**src/rtl/wwc_pkg.sv**
```systemverilog
package wwc_pkg;
  localparam int IDX_W = 8;
  localparam int DW    = 32;
  localparam int WIDE  = 128;

  // per-page register offsets; the descriptor high dword sits at +12
  localparam int OFF_EVQ = 'h400;
  localparam int OFF_TMR = 'h420;
  localparam int OFF_DRX = 'h830;
  localparam int OFF_DTX = 'hA10;

  typedef enum logic [2:0] {
    K_NONE,
    K_CSR,
    K_SRAM,
    K_EVQ,
    K_TMR,
    K_DRX,
    K_DTX
  } kind_e;

  typedef struct packed {
    kind_e            kind;
    logic [IDX_W-1:0] idx;
    logic [1:0]       sel;
  } dec_t;

  function automatic logic is_desc(kind_e k);
    return (k == K_DRX) || (k == K_DTX);
  endfunction
endpackage

```
**src/rtl/wwc_decode.sv**
```systemverilog
module wwc_decode
  import wwc_pkg::*;
#(
  parameter int ADDR_W      = 16,
  parameter int NUM_CSR     = 4,
  parameter int CSR_BASE    = 'h000,
  parameter int NUM_SRAM    = 4,
  parameter int SRAM_BASE   = 'h100,
  parameter int NUM_PAGES   = 2,
  parameter int PAGE_STRIDE = 'h2000
) (
  input  logic [ADDR_W-1:0] addr,
  output dec_t              dec,
  output logic [ADDR_W-1:0] base
);
  localparam int PAGE_SH  = $clog2(PAGE_STRIDE);
  localparam int CSR_END  = CSR_BASE + 16 * NUM_CSR;
  localparam int SRAM_END = SRAM_BASE + 8 * NUM_SRAM;

  logic [ADDR_W-1:0] off;
  logic [ADDR_W-1:0] page;
  logic [ADDR_W-1:0] base16;
  logic [ADDR_W-1:0] base8;

  assign off    = addr & ADDR_W'(PAGE_STRIDE - 1);
  assign page   = addr >> PAGE_SH;
  assign base16 = addr & ~ADDR_W'(15);
  assign base8  = addr & ~ADDR_W'(7);

  always_comb begin
    dec.kind = K_NONE;
    dec.idx  = '0;
    dec.sel  = addr[3:2];
    base     = addr;
    if (int'(addr) >= CSR_BASE && int'(addr) < CSR_END) begin
      // 16-byte control registers, dword select from address bits 3:2
      dec.kind = K_CSR;
      dec.idx  = IDX_W'((addr - ADDR_W'(CSR_BASE)) >> 4);
      base     = base16;
    end else if (int'(addr) >= SRAM_BASE && int'(addr) < SRAM_END) begin
      // 8-byte memory words, dword select from address bit 2
      dec.kind = K_SRAM;
      dec.idx  = IDX_W'((addr - ADDR_W'(SRAM_BASE)) >> 3);
      dec.sel  = {1'b0, addr[2]};
      base     = base8;
    end else if (int'(page) < NUM_PAGES) begin
      // page-mapped queue registers
      dec.idx = IDX_W'(page);
      if (off == ADDR_W'(OFF_EVQ)) begin
        dec.kind = K_EVQ;
      end else if (off == ADDR_W'(OFF_TMR)) begin
        dec.kind = K_TMR;
      end else if ((off & ~ADDR_W'(15)) == ADDR_W'(OFF_DRX)) begin
        dec.kind = K_DRX;
        base     = base16;
      end else if ((off & ~ADDR_W'(15)) == ADDR_W'(OFF_DTX)) begin
        dec.kind = K_DTX;
        base     = base16;
      end
    end
  end
endmodule

```
**src/rtl/wwc_collector.sv**
```systemverilog
module wwc_collector
  import wwc_pkg::*;
#(
  parameter int ADDR_W       = 16,
  parameter bit TIMER_CLEARS = 1'b1
) (
  input  logic              clk,
  input  logic              rst_n,
  input  logic              wr_fire,
  input  dec_t              wr_dec,
  input  logic [ADDR_W-1:0] wr_base,
  input  logic [DW-1:0]     wr_data,
  output logic              commit_valid,
  output logic [ADDR_W-1:0] commit_addr,
  output logic [WIDE-1:0]   commit_data,
  output kind_e             commit_kind,
  output logic [IDX_W-1:0]  commit_idx
);
  logic [3:0]       mask_q, mask_d;
  kind_e            tkind_q, tkind_d;
  logic [IDX_W-1:0] tidx_q, tidx_d;
  logic [WIDE-1:0]  data_q, data_d;

  logic              cv_d;
  logic [ADDR_W-1:0] ca_d;
  logic [WIDE-1:0]   cd_d;

  logic            busy, hit;
  logic [3:0]      merged_mask, full_mask;
  logic [WIDE-1:0] merged_data;

  always_comb begin
    busy = (mask_q != 4'b0);
    hit  = busy && (tkind_q == wr_dec.kind) && (tidx_q == wr_dec.idx);

    // merge into a matching collection, else start from zero
    merged_mask = hit ? mask_q : 4'b0;
    merged_data = hit ? data_q : '0;
    merged_mask[wr_dec.sel] = 1'b1;
    merged_data[wr_dec.sel * DW +: DW] = wr_data;
    full_mask = (wr_dec.kind == K_SRAM) ? 4'b0011 : 4'b1111;

    mask_d  = mask_q;
    tkind_d = tkind_q;
    tidx_d  = tidx_q;
    data_d  = data_q;
    cv_d    = 1'b0;
    ca_d    = wr_base;
    cd_d    = '0;

    if (wr_fire) begin
      case (wr_dec.kind)
        K_CSR, K_SRAM: begin
          if (merged_mask == full_mask) begin
            // complete, commit and clear
            cv_d   = 1'b1;
            cd_d   = merged_data;
            mask_d = 4'b0;
            data_d = '0;
          end else begin
            mask_d  = merged_mask;
            data_d  = merged_data;
            tkind_d = wr_dec.kind;
            tidx_d  = wr_dec.idx;
          end
        end
        K_DRX, K_DTX: begin
          if (wr_dec.sel == 2'd3) begin
            // high dword always commits, missing low bits are zero
            cv_d = 1'b1;
            cd_d = {wr_data, (hit ? data_q[3*DW-1:0] : {(3*DW){1'b0}})};
            if (hit) begin
              mask_d = 4'b0;
              data_d = '0;
            end
          end else if (!busy || hit) begin
            mask_d  = merged_mask;
            data_d  = merged_data;
            tkind_d = wr_dec.kind;
            tidx_d  = wr_dec.idx;
          end
          // otherwise the write is dropped and state is kept
        end
        K_EVQ, K_TMR: begin
          // narrow registers bypass the collector
          cv_d = 1'b1;
          cd_d = {{(WIDE-DW){1'b0}}, wr_data};
          // modelled quirk, timer write in page 0 empties the collector
          if (TIMER_CLEARS && wr_dec.kind == K_TMR && wr_dec.idx == '0) begin
            mask_d = 4'b0;
            data_d = '0;
          end
        end
        default: ;
      endcase
    end
  end

  always_ff @(posedge clk) begin
    if (!rst_n) begin
      mask_q       <= 4'b0;
      tkind_q      <= K_NONE;
      tidx_q       <= '0;
      data_q       <= '0;
      commit_valid <= 1'b0;
      commit_addr  <= '0;
      commit_data  <= '0;
      commit_kind  <= K_NONE;
      commit_idx   <= '0;
    end else begin
      mask_q       <= mask_d;
      tkind_q      <= tkind_d;
      tidx_q       <= tidx_d;
      data_q       <= data_d;
      commit_valid <= cv_d;
      commit_addr  <= ca_d;
      commit_data  <= cd_d;
      commit_kind  <= cv_d ? wr_dec.kind : K_NONE;
      commit_idx   <= wr_dec.idx;
    end
  end
endmodule

```
**src/rtl/wwc_regfile.sv**
```systemverilog
module wwc_regfile
  import wwc_pkg::*;
#(
  parameter int NUM_CSR   = 4,
  parameter int NUM_SRAM  = 4,
  parameter int NUM_PAGES = 2
) (
  input  logic             clk,
  input  logic             rst_n,
  input  logic             commit_valid,
  input  kind_e            commit_kind,
  input  logic [IDX_W-1:0] commit_idx,
  input  logic [WIDE-1:0]  commit_data,
  input  logic             rd_fire,
  input  dec_t             rd_dec,
  output logic             rd_resp_valid,
  output logic [DW-1:0]    rd_resp_data
);
  logic [WIDE-1:0] csr_q  [NUM_CSR];
  logic [2*DW-1:0] sram_q [NUM_SRAM];
  logic [DW-1:0]   evq_q  [NUM_PAGES];
  logic [DW-1:0]   tmr_q  [NUM_PAGES];
  logic [DW-1:0]   rd_word;

  for (genvar i = 0; i < NUM_CSR; i++) begin : g_csr
    always_ff @(posedge clk) begin
      if (!rst_n) csr_q[i] <= '0;
      else if (commit_valid && commit_kind == K_CSR && commit_idx == IDX_W'(i))
        csr_q[i] <= commit_data;
    end
  end

  for (genvar i = 0; i < NUM_SRAM; i++) begin : g_sram
    always_ff @(posedge clk) begin
      if (!rst_n) sram_q[i] <= '0;
      else if (commit_valid && commit_kind == K_SRAM && commit_idx == IDX_W'(i))
        sram_q[i] <= commit_data[2*DW-1:0];
    end
  end

  for (genvar p = 0; p < NUM_PAGES; p++) begin : g_page
    always_ff @(posedge clk) begin
      if (!rst_n) begin
        evq_q[p] <= '0;
        tmr_q[p] <= '0;
      end else if (commit_valid && commit_idx == IDX_W'(p)) begin
        if (commit_kind == K_EVQ) evq_q[p] <= commit_data[DW-1:0];
        if (commit_kind == K_TMR) tmr_q[p] <= commit_data[DW-1:0];
      end
    end
  end

  // descriptor registers and unmapped space read as zero
  always_comb begin
    rd_word = '0;
    case (rd_dec.kind)
      K_CSR:
        for (int i = 0; i < NUM_CSR; i++)
          if (rd_dec.idx == IDX_W'(i)) rd_word = csr_q[i][rd_dec.sel * DW +: DW];
      K_SRAM:
        for (int i = 0; i < NUM_SRAM; i++)
          if (rd_dec.idx == IDX_W'(i)) rd_word = sram_q[i][rd_dec.sel[0] * DW +: DW];
      K_EVQ:
        for (int p = 0; p < NUM_PAGES; p++)
          if (rd_dec.idx == IDX_W'(p)) rd_word = evq_q[p];
      K_TMR:
        for (int p = 0; p < NUM_PAGES; p++)
          if (rd_dec.idx == IDX_W'(p)) rd_word = tmr_q[p];
      default: rd_word = '0;
    endcase
  end

  always_ff @(posedge clk) begin
    if (!rst_n) begin
      rd_resp_valid <= 1'b0;
      rd_resp_data  <= '0;
    end else begin
      rd_resp_valid <= rd_fire;
      rd_resp_data  <= rd_fire ? rd_word : '0;
    end
  end
endmodule

```
**src/rtl/wide_write_collector.sv**
```systemverilog
module wide_write_collector
  import wwc_pkg::*;
#(
  parameter int ADDR_W       = 16,
  parameter int NUM_CSR      = 4,
  parameter int CSR_BASE     = 'h000,
  parameter int NUM_SRAM     = 4,
  parameter int SRAM_BASE    = 'h100,
  parameter int NUM_PAGES    = 2,
  parameter int PAGE_STRIDE  = 'h2000,
  parameter bit TIMER_CLEARS = 1'b1
) (
  input  logic              clk,
  input  logic              rst_n,
  input  logic              wr_valid,
  output logic              wr_ready,
  input  logic [ADDR_W-1:0] wr_addr,
  input  logic [31:0]       wr_data,
  input  logic              rd_valid,
  output logic              rd_ready,
  input  logic [ADDR_W-1:0] rd_addr,
  output logic              rd_resp_valid,
  output logic [31:0]       rd_resp_data,
  output logic              commit_valid,
  output logic [ADDR_W-1:0] commit_addr,
  output logic [127:0]      commit_data
);
  dec_t              wr_dec, rd_dec;
  logic [ADDR_W-1:0] wr_base, rd_base_unused;
  kind_e             commit_kind;
  logic [IDX_W-1:0]  commit_idx;

  // never back-pressures
  assign wr_ready = 1'b1;
  assign rd_ready = 1'b1;

  wwc_decode #(
    .ADDR_W(ADDR_W), .NUM_CSR(NUM_CSR), .CSR_BASE(CSR_BASE),
    .NUM_SRAM(NUM_SRAM), .SRAM_BASE(SRAM_BASE),
    .NUM_PAGES(NUM_PAGES), .PAGE_STRIDE(PAGE_STRIDE)
  ) u_wr_dec (
    .addr(wr_addr), .dec(wr_dec), .base(wr_base)
  );

  wwc_decode #(
    .ADDR_W(ADDR_W), .NUM_CSR(NUM_CSR), .CSR_BASE(CSR_BASE),
    .NUM_SRAM(NUM_SRAM), .SRAM_BASE(SRAM_BASE),
    .NUM_PAGES(NUM_PAGES), .PAGE_STRIDE(PAGE_STRIDE)
  ) u_rd_dec (
    .addr(rd_addr), .dec(rd_dec), .base(rd_base_unused)
  );

  wwc_collector #(
    .ADDR_W(ADDR_W), .TIMER_CLEARS(TIMER_CLEARS)
  ) u_col (
    .clk(clk), .rst_n(rst_n),
    .wr_fire(wr_valid && wr_ready), .wr_dec(wr_dec), .wr_base(wr_base),
    .wr_data(wr_data),
    .commit_valid(commit_valid), .commit_addr(commit_addr),
    .commit_data(commit_data), .commit_kind(commit_kind),
    .commit_idx(commit_idx)
  );

  wwc_regfile #(
    .NUM_CSR(NUM_CSR), .NUM_SRAM(NUM_SRAM), .NUM_PAGES(NUM_PAGES)
  ) u_rf (
    .clk(clk), .rst_n(rst_n),
    .commit_valid(commit_valid), .commit_kind(commit_kind),
    .commit_idx(commit_idx), .commit_data(commit_data),
    .rd_fire(rd_valid && rd_ready), .rd_dec(rd_dec),
    .rd_resp_valid(rd_resp_valid), .rd_resp_data(rd_resp_data)
  );
endmodule

```
**config.mk**
```make
export PLATFORM = sky130hd
export DESIGN_NAME = wide_write_collector
export DESIGN_NICKNAME = d
export VERILOG_FILES = /design/src/rtl/wwc_pkg.sv /design/src/rtl/wwc_decode.sv /design/src/rtl/wwc_collector.sv /design/src/rtl/wwc_regfile.sv /design/src/rtl/wide_write_collector.sv
export SDC_FILE = /design/constraint.sdc
export NUM_CORES = 2
export LEC_CHECK = 0
export ABC_AREA = 1
export BUFFER_PORTS_ARGS = -buffer_cell sky130_fd_sc_hd__buf_2
export CAP_MARGIN = 20
export CORE_MARGIN = 2
export CORE_UTILIZATION = 60
export DETAILED_ROUTE_END_ITERATION = 10
export HOLD_SLACK_MARGIN = 0.02
export MAX_ROUTING_LAYER = met4
export PLACE_DENSITY = 0.78
export SYNTH_ARGS = -nofsm -noshare
export SYNTH_HDL_FRONTEND = slang
export SYNTH_SLANG_ARGS = --single-unit
```
**constraint.sdc**
```tcl
create_clock -name clk -period 7.25 [get_ports clk]
set_clock_uncertainty 0.15 [all_clocks]
set_input_delay 1.8125 -clock clk [delete_from_list [all_inputs] [get_ports clk]]
set_output_delay 1.8125 -clock clk [all_outputs]
set_load 0.1 [all_outputs]
```
# Word-level counts from Yosys, hierarchy flattened
# Memories as Yosys holds them, arrays and structs flattened.
# Cells that the tools add are included.
# word_totals
n_memories	4
register_bits	332
ram_bits	896
elab_cells	250
out_inout_bits	180
inputBits	68
# memory_table
name	depth	word_bits	rd	rd_clocked_by_memory_dff	write_ports	line	rtl
u_rf.csr_q	4	128	4	0	4	wwc_regfile.sv:19	logic [WIDE-1:0] csr_q [NUM_CSR];
u_rf.sram_q	4	64	4	0	4	wwc_regfile.sv:20	logic [2*DW-1:0] sram_q [NUM_SRAM];
u_rf.evq_q	2	32	2	0	2	wwc_regfile.sv:21	logic [DW-1:0] evq_q [NUM_PAGES];
u_rf.tmr_q	2	32	2	0	2	wwc_regfile.sv:22	logic [DW-1:0] tmr_q [NUM_PAGES];
# op_classes
n_mux	122
magnitude_cmp	10
n_bitwise	14
n_reduce_logical	36
add_sub_neg	3
n_eq_ne	38
shifts	10
# op_table
cell	count
$mux W128	12
$pmux W128 S3	2
$mux W32	16
$shiftx A128 B8 Y32	4
$mux W64	4
$shiftx A64 B7 Y32	4
$bwmux W128	1
$pmux W32 S4	1
$shift A32 B34 Y128 const A	1
$shiftx A32 B34 Y128	1
$mux W96	1
$mux W11	6
$eq A13 B11 Y1 const B	4
$mux W4	13
$mux W1	43
$eq A9 B8 Y1 const B	4
$neg A7 Y34	1
$mux W3	11
$eq A8 B2 Y1 const B	4
$ge A16 B9 Y1 const B	2
$lt A16 B7 Y1 const B	2
$lt A16 B9 Y1 const B	2
$logic_not A8 Y1	3
$mux W8	3
other kinds (35)	88

# Depth between registers and ports, before layout
# depth
ltp_word	18
ltp_mapped	26
mapped_depth_nobuf	25

# Modules after synthesis
# From an unflattened synthesis, not the netlist that was laid out.
# unflattened
hier_cells	7077
hier_area_um2	59089.2
# modules_own_cells
module	instances	area_per_inst_um2	cells_per_inst	seq_area_each_um2
wwc_regfile	1	41986.5	4411	27566.4
wwc_collector	1	15841.4	2431	5985.7
wwc_decode at u_rd_dec	1	631.9	115	0.0
wwc_decode at u_wr_dec	1	610.6	117	0.0
wide_write_collector	1	18.8	3	0.0

# Worst setup path after synthesis
# No wires, ideal clock.
# synth_timing
kind	register to register
startpoint	reg u_col.commit_valid
endpoint	mem u_rf.sram_q[2][0] in the netlist's numbering, enable pin
required_ns	6.526
synth_period_minus_slack_ns	7.274
path_stages_with_launch	6
t_arrival_ns	6.550
path_buffers	1
setup_ns	0.574
path_slack_ns	-0.024
cell_sequence	dfxtp_1 clkbuf_1 inv_1 nor4_1 inv_1 o21ai_0
# synth_lines
item	line	rtl
from (decl)	wwc_collector.sv:13	output logic commit_valid,
from (signal assigned)	wwc_collector.sv:115	commit_valid <= cv_d;
to (decl)	wwc_regfile.sv:20	

# Worst setup path in the final report
# layout_timing
startpoint	in rd_addr[8]
endpoint	reg u_rf.rd_resp_data[26]
# layout_via
elab_chain_cells	10
word_cells_on_any_way	47
cone_classes	1 x add/sub; 3 x order compare; 11 x eq/ne; 8 x shift; 22 x mux; 2 x reduce/logical
# layout_rtl
item	line	rtl
from (decl)	wide_write_collector.sv:21	input logic [ADDR_W-1:0] rd_addr,
$ge A16 B9 Y1 (tied with other cells)	wwc_decode.sv:40	end else if (int'(addr) >= SRAM_BASE && int'(addr) < SRAM_END) begin
$logic_and A1 B1 Y1 or $mux W3 (tied branches)	wwc_decode.sv:40, wwc_decode.sv:56	
$mux W2 (tied with other cells)	wwc_decode.sv:40	
$mux W2 (tied with other cells)	wwc_decode.sv:35	if (int'(addr) >= CSR_BASE && int'(addr) < CSR_END) begin
$shiftx A128 B8 Y32 (tied with other cells)	wwc_regfile.sv:59	if (rd_dec.idx == IDX_W'(i)) rd_word = csr_q[i][rd_dec.sel * DW +: DW];
$mux W32 (tied with other cells) (4 in series)	wwc_regfile.sv:59	
$pmux W32 S4 (*)	wwc_regfile.sv:56	case (rd_dec.kind)
to (signal assigned)	wwc_regfile.sv:79	rd_resp_data <= rd_fire ? rd_word : '0;
to (decl)	wwc_regfile.sv:17	output logic [DW-1:0] rd_resp_data
# Every way passes the cells marked *; elsewhere a longest branch is shown, timed or not.
# A chain may end at the register's enable or synchronous reset.

==> impl_metrics.env <==
export IMPL_outcome="completed"
export IMPL_power_density_nw_per_um2=234.1
export IMPL_placed_cells=8137
export IMPL_cts_tree="done"
export IMPL_rsz0062_at_grt="false"
export IMPL_nNetsFinal=7056
export IMPL_coreArea_um2=98130
export IMPL_ff2ff_path_depth=5
export IMPL_hold_viol=0
export IMPL_worstSetupStartpointType="input port"
export IMPL_required_ns=7.70
export IMPL_routed_wl_met3_um=31410
export IMPL_whs_path_depth=2
export IMPL_avgSynthCellArea_um2=8.389
export IMPL_netlist_area_um2=59220
export IMPL_synth_seq_cells=1228
export IMPL_yosysSeqAreaShare_pct=56.66
export IMPL_period_share_pct=75.67
export IMPL_gp_congestion=0.9548
export IMPL_cts_htree_levels=3
export IMPL_wl_met2_um=88870
export IMPL_fin_cells=8379
export IMPL_grt_start_max_net_pins=182
export IMPL_overflow=0
export IMPL_cts_buffer_depth=3
export IMPL_r2r_start="u_col.commit_idx[5]$_SDFF_PN0_"
export IMPL_setup_viol=0
export IMPL_p_total_mw=15.22
export IMPL_hold_path_class="flop to flop"
export IMPL_via_count=53050
export IMPL_highest_layer="met4"
export IMPL_reg2reg_to="u_rf.csr_q[0][53]$_SDFFCE_PN0P_"
export IMPL_worst_pin_slew_ns=1.222
export IMPL_synth_edf_count=896
export IMPL_synth_top_cell_by_area="edfxtp_1"
export IMPL_critPathArrivalTime_ns=5.93
export IMPL_post_route_min_period_ns=5.486
export IMPL_hp_start="u_col.data_q[78]$_SDFFE_PN0P_"
export IMPL_synth_area_leaders="edfxtp_1 (45%), dfxtp_1 (11%), nor2_1 (9.9%)"
export IMPL_viasPerCell=6.332
export IMPL_path_class="input port to flop"
export IMPL_numPortBuffers=245
export IMPL_rows=115
export IMPL_fmax_mhz=182.3
export IMPL_fp_dieW_um=318.2
export IMPL_hpwlAfterDp_um=126700
export IMPL_utilization_pct=66.26
export IMPL_numCtsBuffers=120
export IMPL_max_cap_viol_count=0
export IMPL_cts_num_sinks=1228
export IMPL_irDropWorstVdd_v=0.0001842
export IMPL_wire_per_inst_um=24.57
export IMPL_dieArea_um2=101200
export IMPL_slew_headroom_pct=18.46
export IMPL_worst_r2r_setup_slack_ns=3.28
export IMPL_wl_met1_um=72890
export IMPL_post_cts_buffers=0
export IMPL_ys_warn_count=0
export IMPL_fill_cells=7756
export IMPL_io_pins=248
export IMPL_drtIter0Drc=8994
export IMPL_cts_resized_gates=0
export IMPL_grt_pass1_vias=48420
export IMPL_synth_cell_types=46
export IMPL_areaGrowthSynthToFinish_pct=9.797
export IMPL_setup_tns_ns=0
export IMPL_grt_pass1_wl_um=304100
export IMPL_synthArstFlopShare_pct=0
export IMPL_leakage_nw=23.79
export IMPL_first_pass_iters=7
export IMPL_synth_cells=7059
export IMPL_synth_top_area_share_pct=45.43
export IMPL_drt_total_wl_um=205800
export IMPL_fin_ws_ns=1.764
export IMPL_die_h_um=318.2
export IMPL_cp_end_kind="flop"
export IMPL_start_util_pct=60.35
export IMPL_ctsHoldBuffers=0
export IMPL_worstPathMaxFanout=56
export IMPL_antenna_found_initial=16
export IMPL_ys_flop_type="edfxtp_1"
export IMPL_finalMaxSlewViolations=0
export IMPL_min_to="u_col.commit_data[78]$_SDFF_PN0_"
export IMPL_drc=0
export IMPL_layout_drive_gt1_share_pct=9.253
export IMPL_pre_cts_slack_ns=1.254
export IMPL_cts_clk_slew_worst_paths_ns=0.06
export IMPL_cts_root_buf="clkbuf_16"
export IMPL_clkLatencyLatePin_ns=0.73
export IMPL_grtUsageTotal_pct=40.74
export IMPL_ant_nets=0
==> worst max path at each step <==
stage                             startpoint                                end  slack [ns]  cells after the start
4_1_cts                           rd_addr[8]   u_rf.rd_resp_data[26]$_SDFF_PN0_        1.97                     19
3_5_place_dp                      wr_addr[9]  u_col.commit_data[102]$_SDFF_PN0_        1.25                     15
3_3_place_gp                      rd_addr[8]    u_rf.rd_resp_data[4]$_SDFF_PN0_        1.30                     19
2_1_floorplan  u_col.commit_valid$_SDFF_PN0_    u_rf.sram_q[2][0]$_SDFFCE_PN0P_       -0.02                      5
5_1_grt                           rd_addr[8]    u_rf.rd_resp_data[5]$_SDFF_PN0_        1.59                     19
6_report                          rd_addr[8]   u_rf.rd_resp_data[26]$_SDFF_PN0_        1.76                     19
==> metrics by stage <==
step | instance area, um2 | hold WS [ns]
floorplan | 59220 | 0.3023
global placement | 60990 | 0.3240
detailed placement | 60990 | 0.3258
CTS | 64970 | 0.3327
global route | 65010 | 0.3545
finish | 65020 | 0.3318
==> area by class of cell <==
type / instances / area (um2) / area share [%]
multi-input combinational: 4735 / 21510 / 33.08
tap: 1287 / 1610 / 2.477
sequential: 1228 / 33550 / 51.60
clock inverter: 53 / 541.8 / 0.8332
inverter: 535 / 2028 / 3.119
timing repair buffer: 353 / 2305 / 3.544
antenna: 13 / 32.53 / 0.05003
clock buffer: 175 / 3445 / 5.297
==> cell usage in the layout, fill, tap and decap left out, types with 4 or more instances in the layout <==
cell        instances
inv_1             492
o21ai_0           283
diode_2            13
nor2_2              4
nand3_4             6
clkbuf_8           15
nor4_1              7
o22ai_1            10
or2_2              30
o21ai_1            12
clkinv_2           23
nand3_1           886
clkbuf_16         124
nand3_2             5
o211ai_1          116
nand2_1          1246
nand2_4             8
clkbuf_1           36
nor2_1           1562
nor3_1             10
nor2_4             12
nand4_1           138
buf_4              87
nand2_2            10
clkinvlp_4          7
o31ai_1            43
edfxtp_1          896
dfxtp_1           332
clkinv_1           28
buf_2             244
mux2i_1            32
inv_2              21
a21oi_1           267
buf_12             20
bufinv_16          10
ha_1               14
==> kinds of logic after synthesis <==
group | after synthesis | synth area share [%]
compound gates | 744 | 7.046
mux | 32 | 0.5409
flops | 1228 | 56.66
simple gates | 3941 | 27.93
other cells | 2 | 0.01268
fa+ha+maj | 15 | 0.3169
buf+inv | 1097 | 7.496
==> critical path, stage by stage <==
cell	delay (ns)
buf_2	0.09
inv_1	0.09
ha_1	0.25
nand2_1	0.08
nand3_1	0.11
nor2_4	0.13
buf_4	0.42
nor2_4	0.28
a21oi_4	0.47
and2_4	0.69
nand2_2	0.18
inv_2	0.72
nand2_1	0.10
nand2_1	0.09
inv_1	0.05
nand2_1	0.07
nand2_1	0.08
nor2_1	0.12
nor2_1	0.05
==> metal layers <==
metal | vias up | GRT usage [%]
met2 | 4372 | 58.38
met5 | - | -
met3 | 771 | 10.70
li1 | 23220 | -
met1 | 24690 | 53.38
met4 | 0 | 21.21
==> synthesized netlist by cell type (9+ instances only) <==
library cell	n
o21ai_0	285
buf_6	24
o21ai_1	13
a21oi_1	269
clkbuf_1	407
o211ai_1	116
dfxtp_1	332
or2_2	30
o31ai_1	43
mux2i_1	32
nand3_1	896
nand4_1	138
inv_1	495
edfxtp_1	896
inv_2	21
nor2_2	9
nand2_1	1256
nor3_1	11
nor2_1	1564
o22ai_1	10
buf_1	38
ha_1	15
buf_4	9
buf_2	84
clkinv_1	18
==> registers in the layout, indices dropped and copies added (netlist names) <==
signal / cells
u_col.commit_addr: 16
u_col.commit_data: 128
u_col.commit_idx: 8
u_col.commit_kind: 3
u_col.commit_valid: 1
u_col.data_q: 128
u_col.mask_q: 4
u_col.tidx_q: 8
u_col.tkind_q: 3
u_rf.csr_q: 512
u_rf.evq_q: 64
u_rf.rd_resp_data: 32
u_rf.rd_resp_valid: 1
u_rf.sram_q: 256
u_rf.tmr_q: 64
==> power breakdown <==
group	internal (mW)	total, mW	switching [mW]	leakage, nW
clock network	3.64	6.41	2.77	1.94
registers	7.78	7.85	0.0760	11.2
logic	0.222	0.956	0.734	10.7
total	11.6	15.2	3.58	23.8
Note: power is estimated with default switching activity, not from simulation.
